### src/rtl/stk_irq_pkg.sv
package stk_irq_pkg;
  localparam int unsigned DEF_REG_W = 8;
  localparam int unsigned DEF_GAP   = 3;

  function automatic int unsigned cnt_bits(input int unsigned max_val);
    return (max_val < 2) ? 1 : $clog2(max_val + 1);
  endfunction
endpackage

### src/rtl/sis_level_pair.sv
module sis_level_pair #(
  parameter int unsigned W     = 8,
  parameter logic [W-1:0] FATAL = '0
) (
  input  logic         clk,
  input  logic         rst_n,
  input  logic [W-1:0] evt,
  input  logic [W-1:0] mask,
  input  logic         clr,
  output logic [W-1:0] stat,
  output logic         pend,
  output logic         req,
  output logic         fatal_hold
);
  logic [W-1:0] lvl1_q, lvl2_q, req1_q, req2_q;
  logic         pend_q;
  logic [W-1:0] sig, quiet, wake;

  // sig: events that count toward the summary bit (fatal or unmasked)
  assign sig   = evt & (FATAL | ~mask);
  // quiet: masked nonfatal events, posted only
  assign quiet = evt & ~FATAL & mask;
  // wake: events allowed to request an interrupt
  assign wake  = evt & ~mask;

  always_ff @(posedge clk) begin
    if (!rst_n) begin
      lvl1_q <= '0;
      lvl2_q <= '0;
      req1_q <= '0;
      req2_q <= '0;
      pend_q <= 1'b0;
    end else if (clr) begin
      lvl1_q <= lvl2_q | evt;
      req1_q <= req2_q | wake;
      pend_q <= |(lvl2_q | sig);
      lvl2_q <= '0;
      req2_q <= '0;
    end else if (pend_q) begin
      lvl1_q <= lvl1_q | quiet;
      lvl2_q <= lvl2_q | sig;
      req2_q <= req2_q | wake;
    end else begin
      lvl1_q <= lvl1_q | evt;
      req1_q <= req1_q | wake;
      pend_q <= |sig;
    end
  end

  assign stat       = lvl1_q;
  assign pend       = pend_q;
  assign req        = |req1_q;
  assign fatal_hold = |((lvl1_q | lvl2_q) & FATAL);
endmodule

### src/rtl/sis_gap_timer.sv
module sis_gap_timer #(
  parameter int unsigned GAP = 3
) (
  input  logic clk,
  input  logic rst_n,
  input  logic start,
  output logic open_win
);
  import stk_irq_pkg::*;
  localparam int unsigned CW = cnt_bits(GAP);

  generate
    if (GAP == 0) begin : g_none
      assign open_win = 1'b1;
    end else begin : g_cnt
      logic [CW-1:0] cnt_q;
      always_ff @(posedge clk) begin
        if (!rst_n)              cnt_q <= '0;
        else if (start)          cnt_q <= CW'(GAP);
        else if (cnt_q != '0)    cnt_q <= cnt_q - 1'b1;
      end
      assign open_win = (cnt_q == '0);
    end
  endgenerate
endmodule

### src/rtl/stk_irq_ctrl.sv
module stk_irq_ctrl #(
  parameter int unsigned          REG_W      = stk_irq_pkg::DEF_REG_W,
  parameter logic [2*REG_W-1:0]   SCSI_FATAL = 16'h0307,
  parameter logic [REG_W-1:0]     DMA_FATAL  = 8'h0D,
  parameter int unsigned          GAP_CYCLES = stk_irq_pkg::DEF_GAP
) (
  input  logic               clk,
  input  logic               rst_n,
  input  logic [2*REG_W-1:0] scsi_evt,
  input  logic [2*REG_W-1:0] scsi_mask,
  input  logic [REG_W-1:0]   dma_evt,
  input  logic [REG_W-1:0]   dma_mask,
  input  logic               rd_scsi0,
  input  logic               rd_scsi1,
  input  logic               rd_dma,
  output logic [REG_W-1:0]   scsi_stat0,
  output logic [REG_W-1:0]   scsi_stat1,
  output logic [REG_W-1:0]   dma_stat,
  output logic               scsi_pend,
  output logic               dma_pend,
  output logic               irq_n,
  output logic               halt_req
);
  localparam int unsigned SW = 2 * REG_W;

  logic [SW-1:0] scsi_stat;
  logic          scsi_req, dma_req, scsi_fh, dma_fh, gap_open, any_rd;

  assign any_rd = rd_scsi0 | rd_scsi1 | rd_dma;

  sis_level_pair #(.W(SW), .FATAL(SCSI_FATAL)) u_scsi (
    .clk(clk), .rst_n(rst_n), .evt(scsi_evt), .mask(scsi_mask),
    .clr(rd_scsi0 | rd_scsi1), .stat(scsi_stat), .pend(scsi_pend),
    .req(scsi_req), .fatal_hold(scsi_fh)
  );

  sis_level_pair #(.W(REG_W), .FATAL(DMA_FATAL)) u_dma (
    .clk(clk), .rst_n(rst_n), .evt(dma_evt), .mask(dma_mask),
    .clr(rd_dma), .stat(dma_stat), .pend(dma_pend),
    .req(dma_req), .fatal_hold(dma_fh)
  );

  sis_gap_timer #(.GAP(GAP_CYCLES)) u_gap (
    .clk(clk), .rst_n(rst_n), .start(any_rd), .open_win(gap_open)
  );

  assign scsi_stat0 = scsi_stat[REG_W-1:0];
  assign scsi_stat1 = scsi_stat[SW-1:REG_W];
  assign irq_n      = !((scsi_req | dma_req) && gap_open);
  assign halt_req   = scsi_fh | dma_fh;
endmodule

### config.mk
export PLATFORM = sky130hd
export DESIGN_NAME = stk_irq_ctrl
export DESIGN_NICKNAME = d
export VERILOG_FILES = /design/src/rtl/stk_irq_pkg.sv /design/src/rtl/sis_level_pair.sv /design/src/rtl/sis_gap_timer.sv /design/src/rtl/stk_irq_ctrl.sv
export SDC_FILE = /design/constraint.sdc
export NUM_CORES = 1
export LEC_CHECK = 0
export ABC_AREA = 0
export BUFFER_PORTS_ARGS = -buffer_cell sky130_fd_sc_hd__buf_2
export CORE_ASPECT_RATIO = 0.9
export CORE_MARGIN = 1
export CORE_UTILIZATION = 55
export CTS_CLUSTER_DIAMETER = 120
export DETAILED_ROUTE_END_ITERATION = 10
export PLACE_DENSITY = 0.9
export SLEW_MARGIN = 25
export SYNTH_ARGS = -nofsm -noshare
export SYNTH_HDL_FRONTEND = slang
export SYNTH_SLANG_ARGS = --single-unit
### constraint.sdc
create_clock -name clk -period 3.2 [get_ports clk]
set_clock_uncertainty 0.1 [all_clocks]
set_input_delay 0.64 -clock clk [delete_from_list [all_inputs] [get_ports clk]]
set_output_delay 0.64 -clock clk [all_outputs]
set_load 0.02 [all_outputs]
==> flow_summary.json, run 1 <==
{
  "cts.sinks": 100,
  "hold_path_startpoint": "u_dma.req2_q[2]",
  "final.period_utilization_pct": 77.89,
  "drcViolationCount": 0,
  "syn_nets": 520,
  "total_leakage_power_uw": 0.001870,
  "worstPathArrival_ns": 1.75,
  "grt_pass1_vias": 3614,
  "holdPathStages": 2,
  "endpoint_kind": "output pin",
  "grt_overflow_total": 0,
  "post_drt_wl_per_cell_um": 15.96,
  "rsz0062_at_grt": "no",
  "seqCellArea_um2": 2002,
  "antenna_cells": 0,
  "die-height_um": 83.19,
  "cts_buffer_depth": 2,
  "hpwl_um": 6788,
  "synth_area_leaders": "dfxtp_1 50%, a21oi_1 7.6%, nor2_1 7.2%",
  "reg2reg_depth": 4,
  "root_buffer": "clkbuf_8",
  "fmax_mhz": 401.2,
  "setup_viol": 0,
  "tightest_slew_ns": 0.7575,
  "total_power_uw": 2510,
  "fin_cells": 628,
  "r2r_setup_slack_ns": 1.39,
  "ys_seq_elements": 100,
  "grt_usage_pct": 26.75,
  "finalCriticalPeriod_ns": 2.492,
  "yosysUniqueCellTypes": 33,
  "coreArea_um2": 7076,
  "drtIter0Drc": 305,
  "grt_antenna_before_repair": 0,
  "vias": 3775,
  "synthDominantCellAreaShare_pct": 49.70,
  "final_cell_mix": "100 x dfxtp_1, 80 x buf_2, 76 x nor2_1",
  "grt_pass1_wl_um": 16420,
  "start_kind": "flip-flop",
  "maxCapViolCount": 0,
  "io_buffers": 80,
  "tritoncts": "built",
  "start_util_pct": 56.92,
  "routed_via_density": 6.011,
  "insertion_delay_ns": 0.36,
  "outcome": "finished, final reports clean",
  "io_pins": 81,
  "htreeDepth": 3,
  "rr_startpoint": "u_dma.pend",
  "dp_cells": 613,
  "final_nets": 585,
  "max_slew_margin_pct": 49.45,
  "syn2layout_area_growth_pct": 14.91,
  "multi_input_area_um2": 1848,
  "final_common_cell": "dfxtp_1",
  "ir_drop_mv": 0.3229,
  "power_density_nw_per_um2": 542.3,
  "dieArea_um2": 7670,
  "postCtsSetupBuffers": 0,
  "syn-cell-area_um2": 4028,
  "cts-buffers-inserted": 9,
  "rows": 29,
  "synthCells": 466,
  "fin_util_pct": 65.41,
  "whs_endpoint": "u_dma.req2_q[2]",
  "finalMaxSlewViolations": 0,
  "ant_nets": 0,
  "hp-class": "flip-flop to flip-flop",
  "clk_pin_slew_ns": 0.09,
  "cp_data_required_time_ns": 2.46,
  "die_w_um": 92.21,
  "worst-setup-path-type": "flip-flop to output pin",
  "dr.pass1.iters": 5,
  "finalSetupTns_ns": 0,
  "drive_gt1_share_pct": 18.88,
  "yosys.area.top_type": "dfxtp_1",
  "hold_violations": 0,
  "wl_um": 10020,
  "cts_hold_repair.buffers": 0,
  "yosysWarnings": 0,
  "path_max_fanout": 3,
  "grt_start_max_net_pins": 38,
  "synth.yosys.seq_area_share_pct": 49.70,
  "syn_area_per_cell_um2": 8.643,
  "r2r-end": "u_dma.lvl2_q[1]",
  "fillers": 588,
  "cts_resized": 0,
  "place.gp.congestion": 0.8167
}
==> Yosys cell counts <==
| cell type | number |
|---|---|
| nand3_1 | 1 |
| nor3b_1 | 2 |
| nor2_1 | 77 |
| o31ai_1 | 5 |
| buf_2 | 14 |
| a21oi_1 | 61 |
| o41ai_1 | 1 |
| or2_1 | 1 |
| a211o_1 | 10 |
| o22ai_1 | 2 |
| nand4_1 | 3 |
| nor2b_1 | 24 |
| mux2i_1 | 2 |
| dfxtp_1 | 100 |
| nand2_1 | 9 |
| buf_6 | 2 |
| nor4_1 | 14 |
| ha_1 | 1 |
| xnor2_1 | 1 |
| or4_1 | 1 |
| nor3_1 | 35 |
| o311a_1 | 10 |
| and2_1 | 14 |
| a311oi_1 | 2 |
| clkbuf_1 | 12 |
| nand2b_1 | 4 |
| buf_4 | 1 |
| a211oi_1 | 30 |
| inv_1 | 8 |
| clkbuf_2 | 1 |
| o21ai_0 | 13 |
| and4_1 | 1 |
| a221oi_1 | 4 |
==> logic make-up (layout without fill, tap and decap cells) <==
family	Yosys count	count (layout)	share of synthesized area (%)
buffers and inverters	38	107	4.473
AOI/OAI and AO/OA	138	138	22.21
muxes	2	2	0.4971
adders and majority gates	1	1	0.3106
xor gates and xnor gates	1	1	0.2175
DFF	100	100	49.70
and+or+nand+nor	186	186	22.58
==> critical path, cell delays in order (launching register included) <==
cell     delay [ns]
dfxtp_1        0.34
or4_1          0.53
nor3_1         0.19
nand4_1        0.14
buf_2          0.20
==> metrics by stage <==
step / instance area [µm²] / hold WS [ns] / setup WS [ns]
3_3_place_gp: 4427 / 0.3420 / 0.9227
3_5_place_dp: 4427 / 0.3526 / 0.9331
5_1_grt: 4628 / 0.3946 / 0.6168
4_1_cts: 4628 / 0.3766 / 0.6987
2_1_floorplan: 4028 / 0.3280 / 1.201
6_report: 4628 / 0.3746 / 0.7076
==> worst max-delay path by stage <==
stage,from,end,depth (start not counted)
2_1_floorplan,u_scsi.stat[0],halt_req,3
3_3_place_gp,rd_scsi1,u_scsi.stat[3],5
3_5_place_dp,rst_n,u_dma.stat[0],3
4_1_cts,u_scsi.stat[0],halt_req,4
5_1_grt,u_scsi.stat[0],halt_req,4
6_report,u_scsi.stat[0],halt_req,4
==> area by class of cell <==
class / instances / area share (%)
inverters: 8 / 0.6488
clock inverters: 3 / 1.000
well taps: 93 / 2.514
flip-flops and latches: 100 / 43.25
repair buffers: 84 / 9.300
clock buffers: 12 / 3.352
multi-input cells: 328 / 39.93
==> layer usage <==
layer	wire [µm]	track usage, %
met1	4242	35.39
met2	4843	42.74
met3	816	7.509
met4	117	7.670
met5	0	0
==> where the power goes <==
group	switching [µW]	internal [µW]	leakage [µW]
registers	42.3	1300	0.000821
clock network	414	402	0.0000987
logic	215	133	0.000950
total	671	1840	0.00187
==> sequential cells by signal, indices dropped and copies added (netlist names) <==
name,count
u_scsi.lvl2_q,16
u_scsi.req1_q,16
u_scsi.req2_q,16
u_scsi.stat,16
u_dma.lvl2_q,8
u_dma.req1_q,8
u_dma.req2_q,8
u_dma.stat,8
u_gap.g_cnt.cnt_q,2
u_dma.pend,1
u_scsi.pend,1
(Power assumes the default switching activity.)
==> inputs of run 2 (changes only) <==
Settings changed: ABC_AREA 0 to 1, PLACE_DENSITY 0.9 to 0.89.
Clock period 3.2 ns to 2.4 ns, I/O delays scaled along.
==> run 2 against run 1 <==
Net effect: global-route usage up 0.38 points; sequential power up 32%; worst hold slack worse by 0.12 ns; first-iteration DRC count up 11%; register-to-register slack worse by 0.42 ns; utilization down 0.30 points; clock power up 37%; clock-buffer cell count down 2; critical path depth up 2; via count up 12%.
==> flow_summary.json, run 2 <==
{
  "routed_via_density": 5.628,
  "hold_path_startpoint": "dma_mask[2]",
  "rsz0062_at_grt": "no",
  "dr.pass1.iters": 7,
  "htreeDepth": 3,
  "cts.sinks": 100,
  "grt_overflow_total": 0,
  "place.gp.congestion": 0.8707,
  "finalCriticalPeriod_ns": 2.063,
  "drtIter0Drc": 340,
  "rows": 30,
  "finalSetupTns_ns": 0,
  "cts_buffer_depth": 2,
  "postCtsSetupBuffers": 0,
  "synthCells": 577,
  "yosysUniqueCellTypes": 30,
  "cts-buffers-inserted": 9,
  "hold_ws_ns": 0.2564,
  "setup_viol": 0,
  "outcome": "finished, final reports clean",
  "maxCapViolCount": 0,
  "tritoncts": "built",
  "cts_resized": 0,
  "worst-setup-path-type": "flip-flop to output pin",
  "tightest_slew_ns": 0.6273,
  "cp_data_required_time_ns": 1.82,
  "final.setup.worst_slack_ns": 0.3374,
  "reg2reg_depth": 4,
  "final_nets": 705,
  "grt_antenna_before_repair": 0,
  "max_slew_margin_pct": 58.03,
  "r2r-end": "u_dma.stat[0]",
  "multi_input_area_um2": 1868,
  "yosysWarnings": 0,
  "total_leakage_power_uw": 0.002129,
  "holdPathStages": 4,
  "yosys.area.top_type": "dfxtp_1",
  "grt_pass1_vias": 3846,
  "synth_area_leaders": "dfxtp_1 46%, nand2_1 7.5%, a21oi_1 7.0%",
  "root_buffer": "clkbuf_8",
  "place_ws_ns": 0.5262,
  "fillers": 661,
  "final_cell_mix": "100 x dfxtp_1, 87 x nand2_1, 80 x buf_2",
  "endpoint_kind": "output pin",
  "final.period_utilization_pct": 85.94,
  "fmax_mhz": 484.8,
  "hold_violations": 0,
  "grt_usage_pct": 27.12,
  "worst-path-buf-inv": 2,
  "die-height_um": 86.39,
  "start_util_pct": 57.11,
  "wl_um": 10870,
  "io_pins": 81,
  "syn-cell-area_um2": 4352,
  "rr_startpoint": "u_dma.pend",
  "clk_pin_slew_ns": 0.10,
  "io_buffers": 80,
  "ant_nets": 0,
  "ys_seq_elements": 100,
  "grt_pass1_wl_um": 17170,
  "async_flop_share_pct": 0,
  "r2r_setup_slack_ns": 0.97,
  "drive_gt1_share_pct": 19.66,
  "slowest_stage": "dfxtp_1",
  "cts_hold_repair.buffers": 0,
  "hpwl_um": 7703,
  "worstPathCellList": "inv_1 -> nand4_1 -> nor2_1 -> nand2_1 -> o21ai_0 -> buf_2",
  "hp-class": "input port to flip-flop",
  "syn2layout_area_growth_pct": 14.00,
  "syn_nets": 631,
  "cpPeakStageDelay_ns": 0.31,
  "crit_family": "simple AND/OR/NAND/NOR gates",
  "yosysMostFrequentCell": "dfxtp_1",
  "final_common_cell": "dfxtp_1",
  "ir_drop_mv": 0.4211,
  "start_kind": "flip-flop",
  "whs_endpoint": "u_dma.req2_q[2]",
  "insertion_delay_ns": 0.38,
  "power_density_nw_per_um2": 683.6,
  "synth.yosys.seq_area_share_pct": 46.00,
  "drcViolationCount": 0,
  "post_drt_wl_per_cell_um": 14.45,
  "grt_start_max_net_pins": 33,
  "synth-main-ff-cell": "dfxtp_1",
  "synthDominantCellAreaShare_pct": 46.00,
  "worstPathArrival_ns": 1.48,
  "path_max_fanout": 2,
  "seqCellArea_um2": 2002,
  "dieArea_um2": 8272,
  "synth_commonest_cells": "100 x dfxtp_1, 87 x nand2_1, 78 x inv_1",
  "antenna_cells": 0,
  "synth-edff-count": 0,
  "syn_area_per_cell_um2": 7.542,
  "die_w_um": 95.76,
  "finalMaxSlewViolations": 0,
  "coreArea_um2": 7620,
  "vias": 4232
}
==> run 2: final cells by class <==
| type | instances | area share [%] |
|---|---|---|
| Sequential cell | 100 | 40.35 |
| Clock inverter | 6 | 1.463 |
| Clock buffer | 10 | 2.774 |
| Inverter | 84 | 6.356 |
| Timing Repair Buffer | 86 | 8.979 |
| Tap cell | 96 | 2.421 |
| Multi-Input combinational cell | 370 | 37.65 |
==> run 2: kinds of logic (layout without fill, tap and decap cells) <==
family	after synthesis	after routing	share of synthesized area, %
buf+inv	107	186	11.07
flops	100	100	46.00
compound gates	165	165	21.45
simple gates	204	204	21.19
fa+ha+maj	1	1	0.2875
==> run 2: metal layers <==
metal  routed length [µm]  vias up  global-route usage [%]
met5                    0        -                       0
met4                  224        0                   10.18
met3                  783       24                   7.544
met2                 5178      185                   44.74
met1                 4683     1954                   33.72
li1                     -     2069                       -
==> run 2: worst register-to-register path: cells and delay by family (launching register included) <==
kind / cells / cell delay [ns]
flops: 1 / 0.34
buf+inv: 2 / 0.46
compound gates: 2 / 0.39
==> run 2: metrics by stage <==
stage	cell area, µm²	util [%]	power, µW	cells
after floorplan	4352	-	2132	577
final	4961	65.11	3391	752
after detailed placement	4751	62.35	2302	736
after CTS	4961	65.11	3399	752
after global placement	4751	62.35	2285	736
after global routing	4961	65.11	3525	752
==> run 2: worst max path at each step <==
stage | start | end | slack [ns] | cells after the start
2_1_floorplan | u_dma.req1_q[7] | irq_n | 0.76 | 5
3_3_place_gp | rd_dma | u_dma.lvl2_q[3] | 0.58 | 4
3_5_place_dp | rd_dma | u_dma.lvl2_q[2] | 0.53 | 4
4_1_cts | u_scsi.req1_q[14] | irq_n | 0.31 | 6
5_1_grt | u_scsi.req1_q[14] | irq_n | 0.17 | 6
6_report | u_scsi.req1_q[14] | irq_n | 0.34 | 6
==> run 2: report_power, final <==
group          internal (µW)  switching (µW)  leakage (µW)
registers               1740            42.6      0.000822
logic                    170             323       0.00120
clock network            519             599      0.000103
==> inputs of run 3 (changes only) <==
Settings changed: RECOVER_POWER from default to 25.
==> run 3 against run 2 <==
Net effect: die area is the same; critical path depth is the same; critical path type unchanged; global-route usage is the same; largest cell class unchanged; sequential share of layout area grew 0.27 points; largest power group unchanged; non-clock buffer count is the same.
==> flow_summary.json, run 3 (synthesis results as in run 2) <==
{
  "final_cell_mix": "100 x dfxtp_1, 87 x nand2_1, 80 x buf_2",
  "final_area_um2": 4928,
  "cts_resized": 0,
  "routed_via_density": 5.580,
  "grt_pass1_vias": 3846,
  "tritoncts": "built",
  "clk_pin_slew_ns": 0.10,
  "finalCriticalPeriod_ns": 2.071,
  "wl_um": 10760,
  "cts.sinks": 100,
  "max_slew_margin_pct": 54.79,
  "fin_util_pct": 64.68,
  "ant_nets": 0,
  "dp_cells": 736,
  "slowest_stage": "dfxtp_1",
  "hold_violations": 0,
  "p_seq_share_pct": 52.6,
  "drive_gt1_share_pct": 18.45,
  "worst-path-buf-inv": 2,
  "final.setup.worst_slack_ns": 0.3293,
  "antenna_cells": 0,
  "finalSetupTns_ns": 0,
  "final_nets": 705,
  "worstPathArrival_ns": 1.49,
  "power_frac_clock_pct": 33.1,
  "io_buffers": 80,
  "place_ws_ns": 0.5262,
  "coreArea_um2": 7620,
  "place.gp.congestion": 0.8707,
  "fmax_mhz": 482.9,
  "hp-class": "input port to flip-flop",
  "power_density_nw_per_um2": 687.1,
  "postCtsSetupBuffers": 0,
  "syn2layout_area_growth_pct": 13.25,
  "p_int_uw": 2424,
  "start_kind": "flip-flop",
  "htreeDepth": 3,
  "comb_power_share_pct": 14.4,
  "rows": 30,
  "cts-buffers-inserted": 9,
  "path_max_fanout": 2,
  "drtIter0Drc": 368,
  "cp_data_required_time_ns": 1.82,
  "swShare_pct": 28.42,
  "insertion_delay_ns": 0.38,
  "rsz0062_at_grt": "no",
  "crit_family": "simple AND/OR/NAND/NOR gates",
  "endpoint_kind": "output pin",
  "worstPathCellList": "inv_1 -> nand4_1 -> nor2_1 -> nand2_1 -> o21ai_0 -> buf_2",
  "placed_area_um2": 4751,
  "root_buffer": "clkbuf_8",
  "grt_antenna_before_repair": 0,
  "grt_start_max_net_pins": 33,
  "drcViolationCount": 0,
  "setup_viol": 0,
  "die_w_um": 95.76,
  "io_pins": 81,
  "total_leakage_power_uw": 0.002115,
  "grt_usage_pct": 27.12,
  "grt_overflow_total": 0,
  "tightest_slew_ns": 0.6782,
  "cts_hold_repair.buffers": 0,
  "fin_cells": 752,
  "start_util_pct": 57.11,
  "dr.pass1.iters": 5,
  "vias": 4196,
  "finalMaxSlewViolations": 0,
  "dieArea_um2": 8272,
  "maxCapViolCount": 0,
  "power.switching_uw": 962.3,
  "final.period_utilization_pct": 86.28,
  "post_drt_wl_per_cell_um": 14.31,
  "ir_drop_mv": 0.4155,
  "grt_pass1_wl_um": 17170,
  "cpPeakStageDelay_ns": 0.31,
  "worst-setup-path-type": "flip-flop to output pin",
  "hpwl_um": 7703,
  "cts_buffer_depth": 2,
  "outcome": "finished, final reports clean",
  "die-height_um": 86.39,
  "final_common_cell": "dfxtp_1"
}
-- run 3: through the flow --
stage / power (µW) / hold WS [ns]
floorplan: 2132 / 0.3268
global placement: 2285 / 0.3376
detailed placement: 2302 / 0.3410
CTS: 3399 / 0.2400
global route: 3520 / 0.2506
finish: 3386 / 0.2523
-- run 3: path summary, 6_finish.rpt --
| check | startpoint | endpoint | slack, ns | cells past startpoint |
|---|---|---|---|---|
| setup / recovery | u_scsi.req1_q[14] | irq_n | 0.33 | 6 |
| hold / removal | dma_mask[2] | u_dma.req2_q[2] | 0.25 | 4 |
| setup reg to reg | u_dma.pend | u_dma.stat[0] | 0.55 | 4 |
| hold reg to reg | u_scsi.req2_q[13] | u_scsi.req2_q[13] | 0.36 | 2 |
-- run 3: final cells by class --
type / instances / area (µm²)
Inverter: 84 / 315.3
Sequential cell: 100 / 2002
Tap cell: 96 / 120.1
Multi-Input combinational cell: 370 / 1843
Clock inverter: 6 / 72.57
Fill cell: 670 / 2691
Timing Repair Buffer: 86 / 437.9
Clock buffer: 10 / 137.6
-- run 3: worst min-delay path: cells and delay by family --
family / cells / cell delay [ns]
buf+inv: 1 / 0.07
compound gates: 1 / 0.05
simple gates: 2 / 0.09
-- run 3: metal layers --
layer	routed length, µm	vias to the layer above	global-route usage [%]
li1	-	2068	-
met1	4581	1952	33.72
met2	5194	158	44.74
met3	768	18	7.544
met4	214	0	10.18
met5	0	-	0
-- run 3: power groups by stage --
stage	Sequential [µW]	Clock [µW]	Combinational [µW]
floorplan	1850	0	279
global placement	1820	0	470
detailed placement	1820	0	484
CTS	1780	1130	487
global route	1790	1190	540
finish	1780	1120	486
